## src/rtl/ldPkg.sv

```systemverilog
package ldPkg;

  // Bit positions that the DAC decodes
  localparam int GATE_BIT    = 16;
  localparam int OUT_ON_BIT  = 0;
  localparam int TEST_ON_BIT = 12;
  localparam int SENSE_BIT   = 28;

  localparam logic [31:0] MASK_PRIMARY   = 32'h0000_FFEE;
  localparam logic [31:0] MASK_SECONDARY = 32'h0000_FEEE;

  typedef enum logic [3:0] {
    ST_IDLE, ST_SAVE, ST_GATE, ST_MASK, ST_WAIT1, ST_OUTON, ST_TDATA,
    ST_TESTON, ST_WAIT2, ST_SAMPLE, ST_TESTOFF, ST_RSTOUT, ST_RSTTEST
  } ldStateT;

  typedef struct packed {
    logic capture;
    logic clearPresent;
    logic wrGate;
    logic wrMask;
    logic wrOutOn;
    logic wrTData;
    logic wrTestOn;
    logic doSample;
    logic wrTestOff;
    logic wrRestOut;
    logic wrRestTest;
  } ldStrobeT;

endpackage

```

## src/rtl/ldCtrl.sv

```systemverilog
module ldCtrl
  import ldPkg::*;
#(
  parameter int SETTLE_CYCLES = 125000
) (
  input  logic     clk,
  input  logic     rstN,
  input  logic     start,
  output ldStrobeT strb,
  output logic     done
);

  localparam int TW = (SETTLE_CYCLES < 2) ? 1 : $clog2(SETTLE_CYCLES);
  localparam logic [TW-1:0] LAST_TICK = TW'(SETTLE_CYCLES - 1);

  ldStateT stateQ, stateD;
  logic [TW-1:0] timerQ;
  logic waiting;
  logic waitEnd;
  logic doneQ;

  assign waiting = (stateQ == ST_WAIT1) || (stateQ == ST_WAIT2);
  assign waitEnd = waiting && (timerQ == LAST_TICK);

  always_comb begin
    stateD = stateQ;
    unique case (stateQ)
      ST_IDLE:    if (start) stateD = ST_SAVE;
      ST_SAVE:    stateD = ST_GATE;
      ST_GATE:    stateD = ST_MASK;
      ST_MASK:    stateD = ST_WAIT1;
      ST_WAIT1:   if (waitEnd) stateD = ST_OUTON;
      ST_OUTON:   stateD = ST_TDATA;
      ST_TDATA:   stateD = ST_TESTON;
      ST_TESTON:  stateD = ST_WAIT2;
      ST_WAIT2:   if (waitEnd) stateD = ST_SAMPLE;
      ST_SAMPLE:  stateD = ST_TESTOFF;
      ST_TESTOFF: stateD = ST_RSTOUT;
      ST_RSTOUT:  stateD = ST_RSTTEST;
      ST_RSTTEST: stateD = ST_IDLE;
      default:    stateD = ST_IDLE;
    endcase
  end

  always_ff @(posedge clk or negedge rstN) begin
    if (!rstN) begin
      stateQ <= ST_IDLE;
      timerQ <= '0;
      doneQ  <= 1'b0;
    end else begin
      stateQ <= stateD;
      timerQ <= (waiting && !waitEnd) ? timerQ + 1'b1 : '0;
      doneQ  <= (stateQ == ST_RSTTEST);
    end
  end

  always_comb begin
    strb              = '0;
    strb.capture      = (stateQ == ST_SAVE);
    strb.clearPresent = (stateQ == ST_SAVE);
    strb.wrGate       = (stateQ == ST_GATE);
    strb.wrMask       = (stateQ == ST_MASK);
    strb.wrOutOn      = (stateQ == ST_OUTON);
    strb.wrTData      = (stateQ == ST_TDATA);
    strb.wrTestOn     = (stateQ == ST_TESTON);
    strb.doSample     = (stateQ == ST_SAMPLE);
    strb.wrTestOff    = (stateQ == ST_TESTOFF);
    strb.wrRestOut    = (stateQ == ST_RSTOUT);
    strb.wrRestTest   = (stateQ == ST_RSTTEST);
  end

  assign done = doneQ;


  done_pulse_chk: assert property (@(posedge clk) disable iff (!rstN)
    doneQ |=> !doneQ);


  settle_len_chk: assert property (@(posedge clk) disable iff (!rstN)
    (stateQ == ST_OUTON) |-> ($past(stateQ) == ST_WAIT1 && $past(timerQ) == LAST_TICK));


  busy_start_chk: assert property (@(posedge clk) disable iff (!rstN)
    (stateQ != ST_IDLE && start) |=> (stateQ != ST_SAVE));

endmodule

```

## src/rtl/ldData.sv

```systemverilog
module ldData
  import ldPkg::*;
#(
  parameter int REG_W      = 32,
  parameter int CHAN_W     = 10,
  parameter int CHAN_COUNT = 3,
  parameter int MODE_W     = 2,
  parameter int TEST_MODE  = 2,
  parameter int TEST_LEVEL = 320
) (
  input  logic             clk,
  input  logic             rstN,
  input  logic             secondary,
  input  ldStrobeT         strb,
  input  logic [REG_W-1:0] outCtlRd,
  input  logic [REG_W-1:0] testCtlRd,
  output logic             outCtlWe,
  output logic [REG_W-1:0] outCtlWdata,
  output logic             testCtlWe,
  output logic [REG_W-1:0] testCtlWdata,
  output logic             testDataWe,
  output logic [REG_W-1:0] testDataWdata,
  output logic             present
);

  localparam int WORD_W = MODE_W + CHAN_COUNT * CHAN_W;
  localparam logic [REG_W-1:0] GATE_M    = REG_W'(1) << GATE_BIT;
  localparam logic [REG_W-1:0] OUT_ON_M  = REG_W'(1) << OUT_ON_BIT;
  localparam logic [REG_W-1:0] TEST_ON_M = REG_W'(1) << TEST_ON_BIT;

  logic [REG_W-1:0] outSaveQ;
  logic [REG_W-1:0] testSaveQ;
  logic [REG_W-1:0] activeMask;
  logic [WORD_W-1:0] testWord;
  logic presentQ;

  for (genvar c = 0; c < CHAN_COUNT; c++) begin : gChan
    assign testWord[c*CHAN_W +: CHAN_W] = CHAN_W'(TEST_LEVEL);
  end
  assign testWord[WORD_W-1 -: MODE_W] = MODE_W'(TEST_MODE);

  assign activeMask = secondary ? REG_W'(MASK_SECONDARY) : REG_W'(MASK_PRIMARY);

  always_ff @(posedge clk or negedge rstN) begin
    if (!rstN) begin
      outSaveQ  <= '0;
      testSaveQ <= '0;
      presentQ  <= 1'b0;
    end else begin
      if (strb.capture) begin
        outSaveQ  <= outCtlRd;
        testSaveQ <= testCtlRd;
      end
      if (strb.clearPresent)
        presentQ <= 1'b0;
      else if (strb.doSample)
        presentQ <= testCtlRd[SENSE_BIT];
    end
  end

  always_comb begin
    outCtlWe    = strb.wrMask | strb.wrOutOn | strb.wrRestOut;
    outCtlWdata = '0;
    if (strb.wrMask)         outCtlWdata = outSaveQ & activeMask;
    else if (strb.wrOutOn)   outCtlWdata = outCtlRd | OUT_ON_M;
    else if (strb.wrRestOut) outCtlWdata = outSaveQ;
  end

  always_comb begin
    testCtlWe    = strb.wrGate | strb.wrTestOn | strb.wrTestOff | strb.wrRestTest;
    testCtlWdata = '0;
    if (strb.wrGate)          testCtlWdata = testSaveQ & ~GATE_M;
    else if (strb.wrTestOn)   testCtlWdata = testCtlRd | TEST_ON_M;
    else if (strb.wrTestOff)  testCtlWdata = testCtlRd & ~TEST_ON_M;
    else if (strb.wrRestTest) testCtlWdata = testSaveQ;
  end

  assign testDataWe    = strb.wrTData;
  assign testDataWdata = REG_W'(testWord);
  assign present       = presentQ;


  single_write_chk: assert property (@(posedge clk) disable iff (!rstN)
    $onehot0({outCtlWe, testCtlWe, testDataWe}));


  present_hold_chk: assert property (@(posedge clk) disable iff (!rstN)
    (!strb.doSample && !strb.clearPresent) |=> $stable(presentQ));


  mask_chk: assert property (@(posedge clk) disable iff (!rstN)
    strb.wrMask |-> ((outCtlWdata & ~activeMask) == '0));

endmodule

```

## src/rtl/ldSequencer.sv

```systemverilog
module ldSequencer
  import ldPkg::*;
#(
  parameter int REG_W         = 32,
  parameter int SETTLE_CYCLES = 125000,
  parameter int CHAN_W        = 10,
  parameter int CHAN_COUNT    = 3,
  parameter int TEST_LEVEL    = 320
) (
  input  logic             clk,
  input  logic             rstN,
  input  logic             start,
  input  logic             secondary,
  input  logic [REG_W-1:0] outCtlRd,
  input  logic [REG_W-1:0] testCtlRd,
  output logic             outCtlWe,
  output logic [REG_W-1:0] outCtlWdata,
  output logic             testCtlWe,
  output logic [REG_W-1:0] testCtlWdata,
  output logic             testDataWe,
  output logic [REG_W-1:0] testDataWdata,
  output logic             done,
  output logic             present
);

  ldStrobeT strb;

  ldCtrl #(.SETTLE_CYCLES(SETTLE_CYCLES)) i_ctrl (
    .clk   (clk),
    .rstN  (rstN),
    .start (start),
    .strb  (strb),
    .done  (done)
  );

  ldData #(
    .REG_W      (REG_W),
    .CHAN_W     (CHAN_W),
    .CHAN_COUNT (CHAN_COUNT),
    .MODE_W     (2),
    .TEST_MODE  (2),
    .TEST_LEVEL (TEST_LEVEL)
  ) i_data (
    .clk           (clk),
    .rstN          (rstN),
    .secondary     (secondary),
    .strb          (strb),
    .outCtlRd      (outCtlRd),
    .testCtlRd     (testCtlRd),
    .outCtlWe      (outCtlWe),
    .outCtlWdata   (outCtlWdata),
    .testCtlWe     (testCtlWe),
    .testCtlWdata  (testCtlWdata),
    .testDataWe    (testDataWe),
    .testDataWdata (testDataWdata),
    .present       (present)
  );


  reset_quiet_chk: assert property (@(posedge clk)
    !rstN |=> (!done && !present && !outCtlWe && !testCtlWe && !testDataWe));

endmodule

```

## config.mk

```make
export PLATFORM = sky130hd
export DESIGN_NAME = ldSequencer
export DESIGN_NICKNAME = d
export VERILOG_FILES = /design/src/rtl/ldPkg.sv /design/src/rtl/ldCtrl.sv /design/src/rtl/ldData.sv /design/src/rtl/ldSequencer.sv
export SDC_FILE = /design/constraint.sdc
export NUM_CORES = 1
export LEC_CHECK = 0
export ABC_AREA = 1
export BUFFER_PORTS_ARGS = -buffer_cell sky130_fd_sc_hd__buf_2
export CAP_MARGIN = 0
export CELL_PAD_IN_SITES_DETAIL_PLACEMENT = 2
export CELL_PAD_IN_SITES_GLOBAL_PLACEMENT = 2
export CORE_UTILIZATION = 25
export CTS_CLUSTER_SIZE = 20
export DETAILED_ROUTE_END_ITERATION = 7
export HOLD_SLACK_MARGIN = 0.08
export PLACE_DENSITY = 0.85
export SKIP_CTS_REPAIR_TIMING = 1
export SLEW_MARGIN = 20
export SYNTH_ARGS = -nofsm -noshare
export SYNTH_HDL_FRONTEND = slang
export SYNTH_SLANG_ARGS = --single-unit
export TNS_END_PERCENT = 50
```

## constraint.sdc

```tcl
create_clock -name clk -period 1.2 [get_ports clk]
set_input_delay 0.06 -clock clk [delete_from_list [all_inputs] [get_ports clk]]
set_output_delay 0.06 -clock clk [all_outputs]
set_load 0.005 [all_outputs]
```

==> results.py, run 1 <==
metrics = {
    "status": {
        "status": "complete, but fails checks",
        "failed_checks": "negative setup slack",
    },
    "floorplanning": {
        "dieArea_um2": 19600,
        "die_y_um": 140,
        "boundaryPins": 169,
        "die_w_um": 140,
        "core-area_um2": 18700,
        "std_cell_rows": 50,
        "start_util_pct": 25.5,
    },
    "power": {
        "combPwrFrac_pct": 47.3,
        "seq_power_share_pct": 31.4,
        "internal-power_mw": 8.91,
        "switching_share_pct": 40.1,
        "clockPowerShare_pct": 21.3,
        "power_density_nw_per_um2": 2080,
        "power_mw": 14.9,
        "p_leak_nw": 3.73,
        "ir_worst_vdd_mv": 0.797,
        "p_sw_mw": 5.97,
    },
    "route": {
        "met3_length_um": 749,
        "ant_nets": 0,
        "vias": 5105,
        "drc": 0,
        "wl_per_cell_um": 16.9,
        "firstDrtPassIters": 4,
        "top_layer_used": "met4",
        "avgViaCountPerCell": 4.58,
        "met1_length_mm": 8.08,
        "wl_met2_mm": 9.66,
        "drt-total-wl_mm": 18.8,
        "drtIter0Drc": 146,
    },
    "yosys": {
        "ys_seq_area_share_pct": 45.6,
        "syn_area_per_cell_um2": 7.56,
        "yosysWarnings": 0,
        "yosysUniqueCellTypes": 26,
        "ys_seq_elements": 87,
        "syn-cell-area_um2": 4770,
        "synthCells": 631,
    },
    "timing": {
        "slew_violations": 0,
        "final.setup.worst_slack_ns": -0.625,
        "hold_viol": 0,
        "fmax_mhz": 548,
        "fin_crit_sh_pct": 152,
        "post-route-min-period_ns": 1.82,
        "setup_viol": 151,
        "final.setup_skew_ns": 0.0150,
        "whs_ns": 0.117,
        "rsz0062_at_grt": "yes",
    },
    "cells_and_area": {
        "antenna_cells": 0,
        "fillers": 2134,
        "final_common_cell": "buf_2",
        "layout_common_cells": "135 x buf_2, 91 x nand2_1, 90 x inv_1",
        "final_util_pct": 38.3,
        "areaGrowthSynthToFinish_pct": 50.1,
        "nNetsFinal": 945,
        "fin_cells": 1115,
        "layout-drive-gt1-share_pct": 28.6,
        "final_area_um2": 7160,
    },
    "flow_run": {
        "drv_cap": 0,
    },
    "placement": {
        "place_area_um2": 5990,
        "place_inst": 1026,
        "numPortBuffers": 136,
        "dp_hpwl_mm": 11.8,
        "routabilityCongestion": 0.812,
    },
    "setup_path": {
        "setup.worst_path.start_class": "flip-flop",
        "worstSetupPathType": "reg -> out",
        "crit_arrival_ns": 1.76,
        "slowest_stage": "dfrtp_2",
        "required_ns": 1.14,
        "rrSetupSlack_ns": -0.58,
        "path_cells": "nand2_1 > inv_1 > nand2_2 > nand2_4 > buf_12 > nand3_1 > o21ai_1 > buf_2",
        "crit_path_max_incr_delay_ns": 0.43,
        "crit_path_end_kind": "output port",
        "cp_max_fo": 18,
    },
    "grt": {
        "grt_start_max_net_pins": 51,
        "grt_antenna_before_repair": 0,
        "grt.overflow.total": 0,
        "first_global_vias": 5066,
        "grt_pass1_wl_mm": 25.2,
        "grt_usage_pct": 16.2,
    },
    "clocking": {
        "cts.clk_slew.worst_paths_ns": 0.07,
        "cts.sink_count": 87,
        "htree_levels": 3,
        "clk_latency_ns": 0.35,
        "cts_buffers": 9,
        "clockBufferDepth": 2,
        "cts_tree": "yes",
        "clockRootBuffer": "clkbuf_16",
    },
    "min_path": {
        "min_path_type": "in -> reg",
    },
}
logic make-up (layout without fill, tap and decap cells):
group | count (synthesis) | count (layout) | synth area share (%)
other | 2 | 32 | 0.157
adder cells (fa/ha/maj) | 1 | 1 | 0.262
flip-flops | 87 | 87 | 45.6
XOR/XNOR | 7 | 7 | 1.29
buffers and inverters | 155 | 375 | 16.3
AND/OR/NAND/NOR | 240 | 240 | 21.4
multiplexers | 1 | 1 | 0.236
AO/OA/AOI/OAI | 138 | 138 | 14.7
worst paths after layout:
check | to | cells past startpoint | from
max | testCtlWdata[5] | 8 | i_ctrl.stateQ[0]
min | i_ctrl.stateQ[0] | 5 | start
max reg2reg | i_data.outSaveQ[14] | 7 | i_ctrl.stateQ[2]
min reg2reg | i_data.outSaveQ[4] | 2 | i_data.outSaveQ[4]
max in group asynchronous | i_ctrl.stateQ[0] | 3 | rstN
min in group asynchronous | i_data.outSaveQ[17] | 3 | rstN
registers in the layout, indices dropped and copies added, names as in the netlist:
name and count:
i_ctrl.done 1, i_ctrl.stateQ 4, i_ctrl.timerQ 17, i_data.outSaveQ 32, i_data.present 1, i_data.testSaveQ 32
layout make-up:
type	count	area, um2	area share (%)
timing repair buffer	267	1980	27.7
tap	234	293	4.09
multi-input combinational	419	2020	28.3
clock buffer	10	239	3.34
sequential	87	2180	30.5
inverter	92	345	4.83
clock inverter	6	91.3	1.28
synthesized netlist by cell type:
cell / instances / area share (%)
nand2_1: 95 / 7.5
buf_6: 8 / 1.9
nand4_1: 5 / 0.66
dfrtp_1: 87 / 46
nand2_4: 1 / 0.24
nor2_2: 2 / 0.26
o31ai_1: 1 / 0.16
nand3_1: 57 / 6.0
buf_4: 33 / 5.2
o21bai_1: 2 / 0.31
inv_1: 92 / 7.2
nor2_4: 1 / 0.24
a21oi_2: 1 / 0.18
o21ai_0: 66 / 6.9
a21oi_1: 35 / 3.7
mux2_1: 1 / 0.24
buf_2: 11 / 1.2
ha_1: 1 / 0.26
conb_1: 2 / 0.16
nor2_1: 75 / 5.9
nand2_2: 3 / 0.39
xor2_1: 3 / 0.55
clkbuf_1: 11 / 0.87
xnor2_1: 4 / 0.73
o21ai_1: 33 / 3.5
nor3_2: 1 / 0.21
worst max-delay path: cells and delay by family, from the launching register on:
kind                   cells  cell delay [ns]
buffers and inverters      3             0.42
AO/OA/AOI/OAI              1             0.12
AND/OR/NAND/NOR            4             0.43
flip-flops                 1             0.43
per-stage QoR:
step	setup slack (ns)	setup TNS, ns
2_1_floorplan	-0.0418	-0.302
3_3_place_gp	-0.231	-23.88
3_5_place_dp	-0.331	-33.59
4_1_cts	-0.742	-62.33
5_1_grt	-0.735	-84.72
6_report	-0.625	-71.86
routing by layer:
layer / track usage, % / vias up
met5: 0 / -
met4: 2.95 / 0
met3: 4.07 / 26
met2: 29.5 / 133
met1: 19.2 / 2529
li1: - / 2417
power by group through the flow:
| stage | Sequential, mW | Clock, mW | Combinational, mW |
|---|---|---|---|
| 6_report | 4.67 | 3.17 | 7.03 |
| 5_1_grt | 4.79 | 3.37 | 7.80 |
| 4_1_cts | 4.61 | 3.23 | 6.14 |
| 3_5_place_dp | 4.65 | 0 | 6.12 |
| 3_3_place_gp | 4.56 | 0 | 5.81 |
| 2_1_floorplan | 4.51 | 0 | 3.56 |
Note: power is estimated with default switching activity, not from simulation.
==> run 2, diff against run 1 <==
ABC_AREA = 0   (was 1)
CORE_UTILIZATION = 27   (was 25)
PLACE_DENSITY = 0.82   (was 0.85)
SETUP_SLACK_MARGIN = 0.1   (was not set)
==> results.py, run 2 <==
metrics = {
    "status": {
        "status": "complete, but fails checks",
        "failed_checks": "negative setup slack",
    },
    "grt": {
        "grt_usage_pct": 16.6,
        "grt_start_max_net_pins": 88,
        "grt_pass1_wl_mm": 23.1,
        "grt.overflow.total": 0,
        "first_global_vias": 4296,
        "grt_antenna_before_repair": 0,
    },
    "placement": {
        "routabilityCongestion": 0.800,
        "place_inst": 789,
        "numPortBuffers": 136,
        "place_area_um2": 5980,
        "dp_hpwl_mm": 10.4,
    },
    "cells_and_area": {
        "fillers": 1744,
        "fin_cells": 894,
        "final_common_cell": "buf_2",
        "nNetsFinal": 739,
        "final_area_um2": 7450,
        "reg_top3": "i_data.outSaveQ (32), i_data.testSaveQ (32), i_ctrl.timerQ (17)",
        "antenna_cells": 0,
        "layout_common_cells": "135 x buf_2, 87 x dfrtp_1, 65 x dlygate4sd3_1",
        "layout-drive-gt1-share_pct": 48.5,
        "areaGrowthSynthToFinish_pct": 62.3,
    },
    "timing": {
        "final.setup_skew_ns": 0.0125,
        "fmax_mhz": 485,
        "slew_violations": 0,
        "final.setup.worst_slack_ns": -0.863,
        "rsz0062_at_grt": "yes",
        "worst_pin_slew_ns": 0.504,
        "setup_viol": 152,
        "hold_viol": 0,
        "post-route-min-period_ns": 2.06,
        "slew-limit-headroom_pct": 66.4,
        "fin_crit_sh_pct": 172,
    },
    "power": {
        "internal-power_mw": 11.1,
        "power_mw": 17.5,
        "seq_power_share_pct": 28.8,
        "switching_share_pct": 36.3,
        "combPwrFrac_pct": 55.0,
        "p_leak_nw": 3.52,
        "p_sw_mw": 6.35,
        "clockPowerShare_pct": 16.2,
        "power_density_nw_per_um2": 2340,
        "ir_worst_vdd_mv": 1.01,
    },
    "clocking": {
        "clk_latency_ns": 0.35,
        "htree_levels": 3,
        "cts_buffers": 9,
        "cts.sink_count": 87,
        "cts.clk_slew.worst_paths_ns": 0.07,
        "clockRootBuffer": "clkbuf_16",
        "clockBufferDepth": 2,
        "cts_tree": "yes",
    },
    "yosys": {
        "synth_simple_gate_area_share_pct": 10.9,
        "ys_seq_area_share_pct": 47.4,
        "yosysUniqueCellTypes": 45,
        "synthAdderAreaFrac_pct": 0.272,
        "synthXorXnorAreaFrac_pct": 2.67,
        "syn-cell-area_um2": 4590,
        "synth_enable_flop_cells": 0,
        "synth_common_cells": "87 x dfrtp_1, 60 x mux2_2, 43 x a22o_1",
        "yosys-top-cells-area": "dfrtp_1 47%, mux2_2 15%, a22o_1 8.2%",
        "synth_compound_area_share_pct": 14.6,
        "yosysWarnings": 0,
        "ys_seq_elements": 87,
        "yosysMostFrequentCell": "dfrtp_1",
        "synthCells": 407,
        "yosysTopAreaCell": "dfrtp_1",
        "yosysTopAreaCellShare_pct": 47.4,
        "ys_dominant_reg_cell": "dfrtp_1",
        "ys_async_sr_fraction_pct": 100,
        "syn_area_per_cell_um2": 11.3,
        "synth_top_family_by_area": "multiplexers",
        "synth.mux.area_fraction_pct": 15.7,
    },
    "floorplanning": {
        "core-area_um2": 16600,
        "dieArea_um2": 17500,
        "boundaryPins": 169,
        "start_util_pct": 27.7,
        "std_cell_rows": 47,
        "die_y_um": 132,
        "die_w_um": 132,
    },
    "setup_path": {
        "cp_max_fo": 7,
        "slowest_stage": "dfrtp_1",
        "path_cells": "or3b_4 > a21boi_4 > buf_12 > clkbuf_16 > a22o_1 > buf_2",
        "setup.worst_path.start_class": "flip-flop",
        "required_ns": 1.14,
        "crit_arrival_ns": 2.00,
        "worstSetupPathType": "reg -> out",
        "crit_path_max_incr_delay_ns": 0.45,
        "crit_path_end_kind": "output port",
    },
    "route": {
        "firstDrtPassIters": 4,
        "vias": 4413,
        "drc": 0,
        "wl_per_cell_um": 23.1,
        "ant_nets": 0,
        "drt-total-wl_mm": 20.6,
        "drtIter0Drc": 123,
        "avgViaCountPerCell": 4.94,
    },
    "min_path": {
        "min_path_type": "in -> reg",
    },
    "flow_run": {
        "drv_cap": 0,
    },
}
==> run 2: cell types whose count changed after synthesis, moves of 44 or more <==
cell     change
inv_1       -89
mux2_2      +60
nand2_1     -87
nand3_1     -49
nor2_1      -44
o21ai_0     -64
==> run 2: area by class of cell <==
type	count	area [um2]	area share [%]
sequential	87	2180	29.2
inverter	3	11.3	0.151
multi-input combinational	287	2490	33.4
clock buffer	12	236	3.17
tap	220	275	3.69
clock inverter	3	45.0	0.604
timing repair buffer	282	2220	29.8
==> run 2: power by group through the flow <==
stage / logic [mW] / clock network, mW / registers, mW
after detailed placement: 7.26 / 0 / 4.92
after floorplan: 4.82 / 0 / 4.69
after global routing: 10.1 / 3.00 / 5.18
after global placement: 6.84 / 0 / 4.81
final: 9.61 / 2.83 / 5.04
after CTS: 7.30 / 2.86 / 4.89
==> run 2: path summary, 6_finish.rpt <==
path	from	endpoint	slack, ns	cells after the start
max	i_ctrl.stateQ[2]	testCtlWdata[7]	-0.86	6
min	start	i_ctrl.stateQ[0]	0.22	4
max reg2reg	i_ctrl.stateQ[0]	i_data.outSaveQ[2]	-0.71	6
min reg2reg	i_data.outSaveQ[26]	i_data.outSaveQ[26]	0.51	1
max in group asynchronous	rstN	i_data.outSaveQ[9]	0.50	3
min in group asynchronous	rstN	i_data.outSaveQ[29]	0.27	3
==> run 2: per-layer routing <==
| metal | part of all wire [%] | up-vias | track usage [%] |
|---|---|---|---|
| met2 | 54 | 143 | 30.6 |
| li1 | - | 1938 | - |
| met4 | 3.2 | 0 | 5.62 |
| met3 | 3.8 | 38 | 3.03 |
| met5 | 0 | - | 0 |
| met1 | 39 | 2294 | 19.2 |
==> run 2: kinds of logic (layout without fill, tap and decap cells) <==
| group | after synthesis | count (layout) |
|---|---|---|
| and+or+nand+nor | 92 | 92 |
| DFF | 87 | 87 |
| xor gates and xnor gates | 14 | 14 |
| muxes | 64 | 64 |
| adders and majority gates | 1 | 1 |
| other | 2 | 32 |
| AOI/OAI and AO/OA | 84 | 84 |
| buffers and inverters | 63 | 300 |
==> run 2: through the flow <==
step / setup TNS, ns / hold slack, ns / util (%) / worst slack [ns]
detailed placement: -56.56 / 0.148 / 36.0 / -0.473
floorplan: -51.36 / -0.236 / - / -0.485
finish: -97.41 / 0.221 / 44.9 / -0.863
global placement: -47.93 / 0.138 / 36.0 / -0.430
CTS: -84.48 / -0.223 / 37.7 / -0.861
global route: -108.47 / 0.193 / 44.9 / -0.893
==> run 2: critical path, delay by kind of cell, from the launching register on <==
kind	cells	cell delay, ns
DFF	1	0.45
AOI/OAI and AO/OA	2	0.34
buffers and inverters	3	0.42
and+or+nand+nor	1	0.44
==> run 3, diff against run 2 <==
CELL_PAD_IN_SITES_DETAIL_PLACEMENT = 1   (was 2)
==> results.py, run 3 (synthesis results as in run 2) <==
metrics = {
    "status": {
        "status": "complete, but fails checks",
        "failed_checks": "negative setup slack",
    },
    "timing": {
        "final.setup.worst_slack_ns": -0.782,
        "rsz0062_at_grt": "yes",
        "fin_crit_sh_pct": 165,
        "post-route-min-period_ns": 1.98,
        "whs_ns": 0.268,
        "worst_pin_slew_ns": 0.511,
        "slew_violations": 0,
        "hold_viol": 0,
        "final.setup_skew_ns": 0.00565,
        "fmax_mhz": 505,
        "setup_viol": 149,
        "slew-limit-headroom_pct": 65.9,
    },
    "grt": {
        "grt.overflow.total": 0,
        "grt-busiest-layer": "met2",
        "grt_use_met2_pct": 25.4,
        "grt_use_met1_pct": 17.5,
        "grt_use_met3_pct": 4.06,
        "first_global_vias": 3952,
        "grt_usage_pct": 14.6,
        "grt_pass1_wl_mm": 20.4,
        "grt_antenna_before_repair": 0,
        "grt_start_max_net_pins": 88,
    },
    "setup_path": {
        "worstSetupPathType": "reg -> out",
        "crit_arrival_ns": 1.92,
        "required_ns": 1.14,
        "slowest_stage": "dfrtp_1",
        "crit_path_end_kind": "output port",
        "cp_max_fo": 8,
        "crit_path_max_incr_delay_ns": 0.43,
        "setup.worst_path.start_class": "flip-flop",
        "path_cells": "buf_6 > nor2_4 > nand2_2 > a21oi_4 > clkbuf_16 > a22o_1 > buf_2",
    },
    "floorplanning": {
        "core-area_um2": 16600,
        "die_y_um": 132,
        "dieArea_um2": 17500,
        "boundaryPins": 169,
        "start_util_pct": 27.7,
        "std_cell_rows": 47,
        "die_w_um": 132,
    },
    "power": {
        "internal-power_mw": 11.1,
        "p_leak_nw": 3.48,
        "switching_share_pct": 33.4,
        "combPwrFrac_pct": 51.7,
        "p_sw_mw": 5.57,
        "power_density_nw_per_um2": 2240,
        "seq_power_share_pct": 29.7,
        "clockPowerShare_pct": 18.6,
        "ir_worst_vdd_mv": 0.944,
    },
    "clocking": {
        "clockBufferDepth": 2,
        "clockRootBuffer": "clkbuf_16",
        "clk_latency_ns": 0.34,
        "cts_buffers": 9,
        "cts.clk_slew.worst_paths_ns": 0.06,
        "cts_tree": "yes",
        "htree_levels": 3,
        "cts.sink_count": 87,
    },
    "route": {
        "wl_per_cell_um": 17.7,
        "ant_nets": 0,
        "vias": 4282,
        "drc": 0,
        "firstDrtPassIters": 6,
        "drtIter0Drc": 175,
        "drt-total-wl_mm": 15.8,
        "avgViaCountPerCell": 4.80,
    },
    "cells_and_area": {
        "final_area_um2": 7420,
        "areaGrowthSynthToFinish_pct": 61.6,
        "fin_cells": 893,
        "fillers": 1848,
        "final_util_pct": 44.8,
        "layout_common_cells": "135 x buf_2, 87 x dfrtp_1, 66 x dlygate4sd3_1",
        "antenna_cells": 0,
        "reg_top3": "i_data.outSaveQ (32), i_data.testSaveQ (32), i_ctrl.timerQ (17)",
        "layout-drive-gt1-share_pct": 49.3,
        "final_common_cell": "buf_2",
        "nNetsFinal": 737,
    },
    "placement": {
        "routabilityCongestion": 0.800,
        "place_inst": 789,
        "numPortBuffers": 136,
        "pre_cts_ws_ns": -0.475,
        "place_area_um2": 5980,
        "dp_hpwl_mm": 9.01,
    },
    "min_path": {
        "min_path_type": "in -> async",
    },
    "flow_run": {
        "drv_cap": 0,
    },
}
-- run 3: changes by cell type in the layout (fill, tap and decap cells not counted), moves of 2 or more --
| cell | change |
|---|---|
| buf_6 | +5 |
| mux2_4 | -17 |
| clkbuf_8 | +2 |
| buf_4 | -5 |
| buf_8 | -2 |
| clkinvlp_4 | -2 |
| a22oi_1 | -8 |
| mux2_2 | +17 |
| a21oi_2 | +2 |
| a22oi_2 | +8 |
| a21oi_1 | -2 |
-- run 3: cell type report --
cell class	instances	area, um2	share of cell area (%)
well taps	220	275	3.71
flip-flops and latches	87	2180	29.3
multi-input cells	287	2440	32.8
clock buffers	13	260	3.51
clock inverters	3	65.1	0.876
inverters	3	11.3	0.152
repair buffers	280	2200	29.6
-- run 3: layer usage --
metal	share of wire (%)	up-vias
li1	-	1937
met1	42	2197
met2	52	132
met3	4.5	16
met4	1.2	0
met5	0	-
-- run 3: final timing paths --
kind / startpoint / endpoint / slack, ns / depth (start not counted)
min: rstN / i_data.testSaveQ[5] / 0.27 / 3
min reg2reg: i_data.outSaveQ[11] / i_data.outSaveQ[11] / 0.51 / 1
max reg2reg: i_ctrl.stateQ[0] / i_data.outSaveQ[2] / -0.58 / 5
min in group clk: outCtlRd[5] / outCtlWdata[5] / 0.41 / 3
max in group asynchronous: rstN / i_ctrl.timerQ[2] / 0.50 / 3
max: i_ctrl.stateQ[2] / testCtlWdata[18] / -0.78 / 7
-- run 3: critical path: cells and delay by family, from the launching register on --
family | cells | cell delay [ns]
buffers and inverters | 3 | 0.50
and+or+nand+nor | 2 | 0.20
AOI/OAI and AO/OA | 2 | 0.44
DFF | 1 | 0.43
-- run 3: power by group through the flow --
| stage | Combinational [mW] | Sequential [mW] | Clock, mW |
|---|---|---|---|
| detailed placement | 7.08 | 4.90 | 0 |
| floorplan | 4.82 | 4.69 | 0 |
| CTS | 7.10 | 4.86 | 3.18 |
| finish | 8.62 | 4.94 | 3.09 |
| global placement | 6.84 | 4.81 | 0 |
| global route | 9.20 | 5.08 | 3.31 |
-- run 3: stage by stage --
step / total power, mW / setup TNS, ns
3_5_place_dp: 12.0 / -54.42
5_1_grt: 17.6 / -99.88
4_1_cts: 15.1 / -81.00
2_1_floorplan: 9.51 / -51.36
6_report: 16.7 / -85.82
3_3_place_gp: 11.7 / -47.93
